File: config.mk
export PLATFORM = sky130hd
export DESIGN_NAME = desc_chain_seq
export DESIGN_NICKNAME = d
export VERILOG_FILES = /design/src/rtl/dcs_pkg.sv /design/src/rtl/dcs_engine.sv /design/src/rtl/dcs_regs.sv /design/src/rtl/desc_chain_seq.sv
export SDC_FILE = /design/constraint.sdc
export NUM_CORES = 1
export LEC_CHECK = 0
export ABC_AREA = 1
export BUFFER_PORTS_ARGS = -buffer_cell sky130_fd_sc_hd__buf_2
export CAP_MARGIN = 20
export CORE_MARGIN = 1
export CORE_UTILIZATION = 40
export DETAILED_ROUTE_END_ITERATION = 8
export PLACE_DENSITY = 0.68
export SLEW_MARGIN = 20
export SYNTH_ARGS = -nofsm -noshare
export SYNTH_HDL_FRONTEND = slang
export SYNTH_SLANG_ARGS = --single-unit
File: constraint.sdc
create_clock -name clk -period 4.4 [get_ports clk]
set_clock_uncertainty 0.05 [all_clocks]
set_input_delay 0.44 -clock clk [delete_from_list [all_inputs] [get_ports clk]]
set_output_delay 0.44 -clock clk [all_outputs]
set_load 0.02 [all_outputs]
File: src/rtl/dcs_pkg.sv
package dcs_pkg;
  typedef enum logic [2:0] {ST_IDLE, ST_REQ, ST_RSP, ST_CMD, ST_WAIT} eng_st_e;

  // register groups (reg_addr[3:2]) and alias kinds (reg_addr[1:0])
  localparam logic [1:0] RG_CTL = 2'd0;
  localparam logic [1:0] RG_INT = 2'd1;
  localparam logic [1:0] RG_NXT = 2'd2;
  localparam logic [1:0] RG_SEM = 2'd3;
  localparam logic [1:0] AL_SET = 2'd1;
  localparam logic [1:0] AL_CLR = 2'd2;

  localparam int CTL_GATE   = 0;
  localparam int CTL_RST    = 1;
  localparam int INT_DONE   = 0;
  localparam int INT_ERR    = 1;
  localparam int INT_EN_OFS = 8;

  localparam int BIT_CHAIN = 16;
  localparam int BIT_DEC   = 17;
  localparam int BIT_IRQ   = 18;

  function automatic logic [31:0] alias_wr(input logic [31:0] old,
                                           input logic [31:0] w,
                                           input logic [1:0]  al);
    case (al)
      AL_SET:  return old | w;
      AL_CLR:  return old & ~w;
      default: return w;
    endcase
  endfunction
endpackage

File: src/rtl/dcs_engine.sv
module dcs_engine
  import dcs_pkg::*;
#(
  parameter int AW = 32,
  parameter int CW = 16
) (
  input  logic          clk,
  input  logic          rst,
  input  logic          halt,
  input  logic          go,
  input  logic [AW-1:0] start_addr,
  output logic          mem_req_valid,
  input  logic          mem_req_ready,
  output logic [AW-1:0] mem_req_addr,
  input  logic          mem_rsp_valid,
  input  logic [31:0]   mem_rsp_data,
  output logic          cmd_valid,
  input  logic          cmd_ready,
  output logic [AW-1:0] cmd_addr,
  output logic [CW-1:0] cmd_count,
  input  logic          xfer_done,
  output logic          fin,
  output logic          fin_chain,
  output logic          fin_dec,
  output logic          fin_irq,
  output logic [AW-1:0] fin_next
);
  localparam int NWORDS = 3;
  localparam int IW     = $clog2(NWORDS);
  localparam logic [IW-1:0] LAST_W = IW'(NWORDS - 1);

  eng_st_e       st;
  logic [IW-1:0] widx;
  logic [AW-1:0] base;
  logic [31:0]   dw [NWORDS];

  always_ff @(posedge clk) begin
    if (rst) begin
      st   <= ST_IDLE;
      widx <= '0;
      base <= '0;
    end else if (halt && st != ST_IDLE) begin
      st <= ST_IDLE;
    end else begin
      case (st)
        ST_IDLE: if (go && !halt) begin
          st   <= ST_REQ;
          widx <= '0;
          base <= start_addr;
        end
        ST_REQ:  if (mem_req_ready) st <= ST_RSP;
        ST_RSP:  if (mem_rsp_valid) begin
          if (widx == LAST_W) st <= ST_CMD;
          else begin
            widx <= widx + 1'b1;
            st   <= ST_REQ;
          end
        end
        ST_CMD:  if (cmd_ready) st <= ST_WAIT;
        ST_WAIT: if (xfer_done) st <= ST_IDLE;
        default: st <= ST_IDLE;
      endcase
    end
  end

  // descriptor word store, no reset
  always_ff @(posedge clk) begin
    if (st == ST_RSP && mem_rsp_valid && !halt) dw[widx] <= mem_rsp_data;
  end

  assign mem_req_valid = (st == ST_REQ);
  assign mem_req_addr  = base + {{(AW-IW-2){1'b0}}, widx, 2'b00};
  assign cmd_valid     = (st == ST_CMD);
  assign cmd_addr      = dw[2][AW-1:0];
  assign cmd_count     = dw[1][CW-1:0];
  assign fin           = (st == ST_WAIT) && xfer_done && !halt;
  assign fin_chain     = dw[1][BIT_CHAIN];
  assign fin_dec       = dw[1][BIT_DEC];
  assign fin_irq       = dw[1][BIT_IRQ];
  assign fin_next      = dw[0][AW-1:0];
endmodule

File: src/rtl/dcs_regs.sv
module dcs_regs
  import dcs_pkg::*;
#(
  parameter int AW  = 32,
  parameter int SW  = 8,
  parameter int RAW = 4
) (
  input  logic           clk,
  input  logic           rst,
  input  logic           reg_we,
  input  logic [RAW-1:0] reg_addr,
  input  logic [31:0]    reg_wdata,
  output logic [31:0]    reg_rdata,
  input  logic           fin,
  input  logic           fin_chain,
  input  logic           fin_dec,
  input  logic           fin_irq,
  input  logic [AW-1:0]  fin_next,
  output logic           gate,
  output logic           chan_rst,
  output logic           err_st,
  output logic [SW-1:0]  sema,
  output logic [AW-1:0]  nxt,
  output logic           irq
);
  localparam logic [31:0] INT_MASK = 32'd3 | (32'd3 << INT_EN_OFS);
  localparam logic [SW-1:0] SEM_MAX = '1;

  logic [1:0]    grp, al;
  logic [31:0]   ctl_new, int_q, int_new, int_hw;
  logic [SW-1:0] sema_dec;
  logic [SW:0]   sema_sum;
  logic          err_set;

  assign grp = reg_addr[3:2];
  assign al  = reg_addr[1:0];

  assign ctl_new  = alias_wr(32'(gate), reg_wdata, al);
  assign int_new  = (reg_we && grp == RG_INT) ? alias_wr(int_q, reg_wdata, al) : int_q;
  assign sema_dec = (fin && fin_dec && sema != '0) ? sema - 1'b1 : sema;
  assign sema_sum = {1'b0, sema_dec} +
                    ((reg_we && grp == RG_SEM) ? {1'b0, reg_wdata[SW-1:0]} : '0);
  assign err_set  = fin && !fin_chain && sema_dec != '0;
  assign int_hw   = (32'(fin && fin_irq) << INT_DONE) | (32'(err_set) << INT_ERR);
  assign err_st   = int_q[INT_ERR];

  always_ff @(posedge clk) begin
    if (rst) begin
      gate      <= 1'b1;
      chan_rst  <= 1'b0;
      int_q     <= '0;
      nxt       <= '0;
      sema      <= '0;
      irq       <= 1'b0;
      reg_rdata <= '0;
    end else begin
      if (reg_we && grp == RG_CTL) gate <= ctl_new[CTL_GATE];
      chan_rst <= reg_we && grp == RG_CTL && ctl_new[CTL_RST];
      int_q    <= (int_new | int_hw) & INT_MASK;
      if (fin && fin_chain)              nxt <= fin_next;
      else if (reg_we && grp == RG_NXT)  nxt <= reg_wdata[AW-1:0];
      if (chan_rst)          sema <= '0;
      else if (sema_sum[SW]) sema <= SEM_MAX;
      else                   sema <= sema_sum[SW-1:0];
      irq <= |(int_q[1:0] & int_q[INT_EN_OFS+1:INT_EN_OFS]);
      case (grp)
        RG_CTL:  reg_rdata <= 32'(gate);
        RG_INT:  reg_rdata <= int_q;
        RG_NXT:  reg_rdata <= 32'(nxt);
        default: reg_rdata <= 32'(sema);
      endcase
    end
  end
endmodule

File: src/rtl/desc_chain_seq.sv
module desc_chain_seq
  import dcs_pkg::*;
#(
  parameter int AW  = 32,
  parameter int CW  = 16,
  parameter int SW  = 8,
  parameter int RAW = 4
) (
  input  logic           clk,
  input  logic           rst,
  input  logic           reg_we,
  input  logic [RAW-1:0] reg_addr,
  input  logic [31:0]    reg_wdata,
  output logic [31:0]    reg_rdata,
  output logic           mem_req_valid,
  input  logic           mem_req_ready,
  output logic [AW-1:0]  mem_req_addr,
  input  logic           mem_rsp_valid,
  input  logic [31:0]    mem_rsp_data,
  output logic           cmd_valid,
  input  logic           cmd_ready,
  output logic [AW-1:0]  cmd_addr,
  output logic [CW-1:0]  cmd_count,
  input  logic           xfer_done,
  output logic           irq
);
  logic          gate, chan_rst, err_st, fin, fin_chain, fin_dec, fin_irq;
  logic [SW-1:0] sema;
  logic [AW-1:0] nxt, fin_next;

  dcs_regs #(.AW(AW), .SW(SW), .RAW(RAW)) u_regs (
    .clk, .rst, .reg_we, .reg_addr, .reg_wdata, .reg_rdata,
    .fin, .fin_chain, .fin_dec, .fin_irq, .fin_next,
    .gate, .chan_rst, .err_st, .sema, .nxt, .irq
  );

  dcs_engine #(.AW(AW), .CW(CW)) u_eng (
    .clk, .rst,
    .halt       (gate | chan_rst | err_st),
    .go         (sema != '0),
    .start_addr (nxt),
    .mem_req_valid, .mem_req_ready, .mem_req_addr, .mem_rsp_valid, .mem_rsp_data,
    .cmd_valid, .cmd_ready, .cmd_addr, .cmd_count, .xfer_done,
    .fin, .fin_chain, .fin_dec, .fin_irq, .fin_next
  );
endmodule

======== Word level (Yosys, flattened, before mapping) ========
Memory sizes are Yosys's and may differ from the RTL's.
Cells that the tools add are included.
storage, ports and cells
  register bits ........................... 116
  bits in latches ......................... 0
  bits in writable memories ............... 96
  ROM bits ................................ 0
  bits of input ports ..................... 75
  word-level logic and storage cells ...... 96
  memories ................................ 1
memories
  memory    depth  bits a word  read ports  clocked after memory_dff  write ports  line              source
  u_eng.dw  3      32           3           0                         1            dcs_engine.sv:35  logic [31:0] dw [NWORDS];
cells by class
  add/sub/neg operators ................... 4
  $mul .................................... 0
  divide/modulo/power cells ............... 0
  $lt $le $gt $ge ......................... 0
  equal/unequal tests ..................... 16
  shifts and indexed selects .............. 0
  mux-type cells .......................... 22
  bitwise gates (word level) .............. 11
  reductions and logical operators ........ 32
operators with widths
  cell                                                    number
  case mux 32 bit (3 select lines)                        1
  2-to-1 mux 32 bit                                       2
  adder 32 x 4 -> 32 bit                                  1
  2-to-1 mux 8 bit                                        3
  bitwise OR 10 bit                                       2
  case mux 10 bit (2 select lines)                        1
  logical AND 1 bit                                       17
  nonzero test 8 bit                                      2
  2-to-1 mux 3 bit                                        5
  case mux 3 bit (5 select lines)                         1
  bitwise AND 10 bit                                      1
  2-to-1 mux 10 bit                                       1
  inverter 10 bit                                         1
  AND reduction 5 bit                                     2
  adder 8 x 9 -> 9 bit                                    1
  == test 2 bit (second input constant)                   4
  2-to-1 mux 2 bit                                        4
  case mux 2 bit (2 select lines)                         2
  subtractor 8 x 1 -> 8 bit (second input constant)       1
  == test 3 x 2 -> 1 bit (second input constant)          2
  inequality test 2 x 1 -> 1 bit (second input constant)  3
  inequality test 2 bit (second input constant)           3
  OR reduction 2 bit                                      3
  == test 2 x 1 -> 1 bit (second input constant)          2
  other kinds (15)                                        20

======== Longest topological paths before layout ========
  depth in word-level cells ............... 11
  gate-level depth with buffers ........... 20
  mapped depth without buffers ............ 20

======== Hierarchy ========
Synthesis repeated with hierarchy kept, for this count alone.
second synthesis, totals
  cells, all modules ...................... 999
  area total of the unflattened synthesis .. 8715.9 um^2
modules (own cells, without submodules)
  module          times used  cells each  area each (um^2)  sequential area each (um^2)
  dcs_engine      1           466         4899.7            3233.1
  dcs_regs        1           515         3748.6            1581.5
  desc_chain_seq  1           18          67.6              0.0

======== Worst setup path after synthesis ========
No wires, ideal clock.
  path type ............................... register to output
  start ................................... register u_eng.widx[0]
  end ..................................... output port mem_req_addr[30]
  data arrival time ....................... 2.206 ns
  required time ........................... 3.910 ns
  slack ................................... 1.704 ns
  stages on the path, launching flop included .. 14
  cell sequence ........................... dfxtp_1 ha_1 inv_1 fa_1 nor2_2 nand2_2 nor2_4 nand2_2 nor2_4 nand3_4 nor2_4 nand3_2 nor2_2 xor2_1
on the way
  longest elaborated chain between the ends .. 1
RTL lines
  element                   line                  source
  start: declaration        dcs_engine.sv:33      logic [IW-1:0] widx;
  start signal: assignment  dcs_engine.sv:55      widx <= widx + 1'b1;
  adder 32 x 4 -> 32 bit    dcs_engine.sv:72      assign mem_req_addr = base + {{(AW-IW-2){1'b0}}, widx, 2'b00};
  end: declaration          desc_chain_seq.sv:17  output logic [AW-1:0] mem_req_addr,
No other way between the ends.

======== Worst setup path in the final report ========
Same ends and word-level chain as after synthesis.

==> impl_results.html <==
<table>
<tr><th>Metric</th><th>Value</th></tr>
<tr><th colspan="2">Synth</th></tr>
<tr><td>Count of cell types in the netlist</td><td>41</td></tr>
<tr><td>Sequential area share after synthesis</td><td>57.0%</td></tr>
<tr><td>Register bit total from synthesis</td><td>between 150 and 200</td></tr>
<tr><td>Syn avg cell area</td><td>9.05 um^2</td></tr>
<tr><td>Synthesized Nets</td><td>roughly 1.0k</td></tr>
<tr><td>Area of the mapped netlist</td><td>roughly 0.0085 mm^2</td></tr>
<tr><td>Syn. warnings</td><td>0</td></tr>
<tr><td>Number of cells produced by synthesis</td><td>934</td></tr>
<tr><td>Ys async rst share</td><td>0%</td></tr>
<tr><td>Main synth FF type</td><td>dfxtp_1</td></tr>
<tr><td>Number of flops mapped to enable cells by yosys</td><td>83</td></tr>
<tr><th colspan="2">Floorplanning</th></tr>
<tr><td>Starting density of the core</td><td>just over 40%</td></tr>
<tr><td>Placeable core region</td><td>0.0205 mm^2</td></tr>
<tr><td>Top-level I/O count</td><td>190</td></tr>
<tr><td>Height of the die</td><td>between 100 and 150 um</td></tr>
<tr><td>Width of the chip</td><td>between 100 and 150 um</td></tr>
<tr><td>Area enclosed by the die boundary</td><td>roughly 0.022 mm^2</td></tr>
<tr><td>Row count</td><td>52</td></tr>
<tr><th colspan="2">Setup path</th></tr>
<tr><td>Largest fanout of any net on the critical path</td><td>3</td></tr>
<tr><td>CP cell instances</td><td>ha_1, inv_1, fa_1, nor2_2, nand2_2, nor2_4, nand2_2, nor2_4, nand3_4, nor2_4, nand3_2, nor2_2, xor2_1, buf_2</td></tr>
<tr><td>Worst setup path start</td><td>u_eng.widx[0]</td></tr>
<tr><td>Cell class contributing the biggest share of worst-path delay</td><td>simple AND/OR/NAND/NOR gates</td></tr>
<tr><td>R2r worst-path depth</td><td>15</td></tr>
<tr><td>Number of stages on the worst setup path</td><td>14</td></tr>
<tr><td>Endpoint class of the critical path</td><td>output port</td></tr>
<tr><td>Critical Setup Path Class</td><td>reg -&gt; out</td></tr>
<tr><td>Number of buffer and inverter stages on the critical path</td><td>2</td></tr>
<tr><td>Required time worst endpoint</td><td>around 4 ns</td></tr>
<tr><td>Kind of launch point of the worst setup path</td><td>register</td></tr>
<tr><td>Worst reg2reg path startpoint</td><td>u_regs.sema[0]</td></tr>
<tr><td>Worst EP arrival</td><td>about 2.8 ns</td></tr>
<tr><td>Crit path max-delay cell type</td><td>fa_1</td></tr>
<tr><td>Max incr delay on CP</td><td>just over 0.4 ns</td></tr>
<tr><td>Dominant cell type by count on the critical path</td><td>nor2_4</td></tr>
<tr><th colspan="2">Placement</th></tr>
<tr><td>Final GP Congestion</td><td>roughly 0.87</td></tr>
<tr><td>IO buf count</td><td>189</td></tr>
<tr><td>Worst setup timing slack at the placement stage</td><td>~1.3 ns</td></tr>
<tr><td>Half-perimeter wire length after detailed placement</td><td>between 15000 and 20000 um</td></tr>
<tr><td>Dpl cells</td><td>1359</td></tr>
<tr><th colspan="2">Power and ir drop</th></tr>
<tr><td>Highest ir drop seen on vdd</td><td>between 0.2 and 0.3 mV</td></tr>
<tr><td>Power share of the sequential group</td><td>around half</td></tr>
<tr><td>PwrDens</td><td>397 mW/mm^2</td></tr>
<tr><td>Switching Fraction</td><td>26.4%</td></tr>
<tr><td>Combinational share of power</td><td>11.9%</td></tr>
<tr><td>Int Pwr</td><td>3000 uW</td></tr>
<tr><td>Fraction of power consumed by the clock network</td><td>a little under two fifths</td></tr>
<tr><td>Leakage power</td><td>roughly 0.0043 uW</td></tr>
<tr><td>Net Sw Power</td><td>1080 uW</td></tr>
<tr><th colspan="2">Status</th></tr>
<tr><td>Result of the run</td><td>completed</td></tr>
<tr><th colspan="2">Clocking</th></tr>
<tr><td>Number of resized instances in the post-cts repair step</td><td>0</td></tr>
<tr><td>Maximum buffer depth of the clock tree</td><td>2</td></tr>
<tr><td>Number of buffers created by CTS</td><td>17</td></tr>
<tr><td>Clk root buf</td><td>clkbuf_16</td></tr>
<tr><td>CTS sink count</td><td>between 150 and 200</td></tr>
<tr><td>Post-CTS setup buffer count</td><td>0</td></tr>
<tr><td>Post-CTS Hold Fix Bufs</td><td>0</td></tr>
<tr><td>Clock tree from TritonCTS</td><td>yes</td></tr>
<tr><td>Clock network latency to the later pin of the worst-skew pair</td><td>0.43 ns</td></tr>
<tr><td>Register clock-pin slew on the reported worst setup and hold paths</td><td>approximately 0.07 ns</td></tr>
<tr><td>H-tree levels</td><td>4</td></tr>
<tr><th colspan="2">Timing</th></tr>
<tr><td>Final critical-path setup slack</td><td>roughly 1.1 ns</td></tr>
<tr><td>Setup repair after global routing missed its margin</td><td>no</td></tr>
<tr><td>Setup TNS</td><td>0 ns</td></tr>
<tr><td>Final Max Slew Viols</td><td>0</td></tr>
<tr><td>Final clock period utilization by the worst path</td><td>between 70% and 80%</td></tr>
<tr><td>Max transition margin</td><td>31.2%</td></tr>
<tr><td>Actual slew at the worst max-slew pin</td><td>around 1.0 ns</td></tr>
<tr><td>Final setup violation count</td><td>0</td></tr>
<tr><td>Minimum clock period</td><td>3.30 ns</td></tr>
<tr><td>Hold violation count in the final report</td><td>0</td></tr>
<tr><td>Max Freq</td><td>between 0.3 and 0.4 GHz</td></tr>
<tr><th colspan="2">Routing</th></tr>
<tr><td>Total number of vias</td><td>roughly 6.8k</td></tr>
<tr><td>Routed length per instance</td><td>15.1 um</td></tr>
<tr><td>Detailed-route wire length</td><td>21000 um</td></tr>
<tr><td>Detailed-router iteration count before antenna repair</td><td>5</td></tr>
<tr><td>Initial drt markers</td><td>453</td></tr>
<tr><td>Via count normalized by instance count</td><td>between 4 and 5</td></tr>
<tr><td># DRC</td><td>0</td></tr>
<tr><td>Remaining antenna violation count after routing</td><td>0</td></tr>
<tr><th colspan="2">Layout</th></tr>
<tr><td>Post-synthesis to final-layout area growth</td><td>21.7%</td></tr>
<tr><td>Fraction of layout cells with a size suffix above 1</td><td>a little under a quarter</td></tr>
<tr><td>Non-Filler Instances</td><td>between 1k and 1.5k</td></tr>
<tr><td>Fillers</td><td>between 1.5k and 2k</td></tr>
<tr><td>Number of nets in the layout</td><td>around 1.2k</td></tr>
<tr><th colspan="2">Run</th></tr>
<tr><td>Max Cap Viol</td><td>0</td></tr>
<tr><th colspan="2">Global route</th></tr>
<tr><td>Combined global-route utilization of all metal layers</td><td>19.8%</td></tr>
<tr><td>Global-route wire length before repair</td><td>roughly 33000 um</td></tr>
<tr><td>Initial antenna violation count</td><td>3</td></tr>
<tr><td>Number of global-route vias before repair</td><td>between 6k and 7k</td></tr>
<tr><td>Remaining global-route overflow</td><td>0</td></tr>
<tr><td>Maximum number of pins on one net before global-route repair</td><td>65</td></tr>
<tr><th colspan="2">Hold path</th></tr>
<tr><td>Min-Delay Startpoint</td><td>mem_rsp_data[28]</td></tr>
<tr><td>Number of instances on the worst hold path</td><td>1</td></tr>
<tr><td>Worst min-delay path class</td><td>in -&gt; reg</td></tr>
</table>
placed cells by master, fill, tap and decap left out, types with 2 or more instances in the layout:
cell type,count
fa_1,2
inv_2,2
nor3_1,13
xor2_1,29
a221oi_1,3
nor2_1,100
nor4_1,4
a21oi_1,79
ha_1,17
o21ai_1,8
nand3_2,4
clkbuf_1,2
nor2_2,7
o21ai_0,66
dfxtp_1,116
nor2_4,7
buf_4,3
buf_12,2
buf_2,189
clkbuf_16,18
nand3_1,41
clkbuf_8,2
nand2_2,6
inv_8,2
a211oi_1,2
inv_6,4
inv_1,112
edfxtp_1,83
nand4_1,6
clkinv_2,2
diode_2,3
nand2_1,159
a31oi_1,14
xnor2_1,4
power groups by stage:
| stage | sequential, uW | clock [uW] | combinational (uW) |
|---|---|---|---|
| finish | 2030 | 1570 | 485 |
| global route | 2040 | 1670 | 550 |
| CTS | 2030 | 1600 | 480 |
| detailed placement | 2070 | 0 | 478 |
| global placement | 2070 | 0 | 467 |
| floorplan | 2060 | 0 | 330 |
synth_stat cells, types with 8 or more instances:
master    number  area [um^2]
xor2_1        29          254
nand3_1       42          210
nor3_1        13         65.1
nand2_1      159          597
buf_2          8         40.0
o21ai_1        8         40.0
nor2_1       103          387
inv_1        112          420
a31oi_1       14         87.6
clkbuf_1      24         90.1
o21ai_0       66          330
edfxtp_1      83         2490
dfxtp_1      116         2320
a21oi_1       79          395
ha_1          17          213
metrics by stage:
stage	hold WS (ns)	utilization, %	instance area, um^2	power [uW]
6_report	0.145	50.2	10300	4080
5_1_grt	0.127	50.2	10300	4250
4_1_cts	0.129	49.8	10200	4110
3_5_place_dp	0.396	46.9	9620	2550
3_3_place_gp	0.381	46.9	9620	2540
2_1_floorplan	0.374	-	8450	2390
layout make-up:
cell class                      instances  area (um^2)  area share [%]
Timing Repair Buffer                  195         1040            10.1
Sequential cell                       199         4810            46.8
Multi-Input combinational cell        583         3070            29.8
Tap cell                              270          338            3.28
Inverter                              115          434            4.22
Clock inverter                         10          106            1.03
Clock buffer                           22          485            4.72
Antenna cell                            3         7.51          0.0730
kinds of logic (layout without fill, tap and decap cells):
group	after synthesis	in the layout	synth area share [%]
adders and majority gates	19	19	2.99
other	0	3	0
DFF	199	199	57.0
AOI/OAI and AO/OA	177	177	11.0
buffers and inverters	152	342	7.03
xor gates and xnor gates	33	33	3.42
and+or+nand+nor	354	354	18.5
routing by layer:
layer	up-vias	global-route usage, %	wire length, um
li1	3435	-	-
met2	236	29.6	9170
met5	-	0	0
met1	3052	27.8	10000
met4	0	6.70	374
met3	29	5.19	1460
flip-flops by register name, indices dropped and copies added (netlist names):
register and cells:
u_regs.nxt 32, u_regs.sema 8, u_eng.widx 2, u_eng.st 3
u_eng.dw 83, u_regs.gate 1, u_regs.irq 1, u_regs.int_q 4
u_eng.base 32, u_regs.chan_rst 1, u_regs.reg_rdata 32
worst paths after layout:
kind	to	slack (ns)
worst min register to register	u_eng.base[0]	0.41
worst min-delay path	u_eng.dw[2][28]	0.14
worst max-delay path	mem_req_addr[30]	1.10
worst max register to register	u_regs.sema[6]	1.38
(Power assumes the default switching activity.)
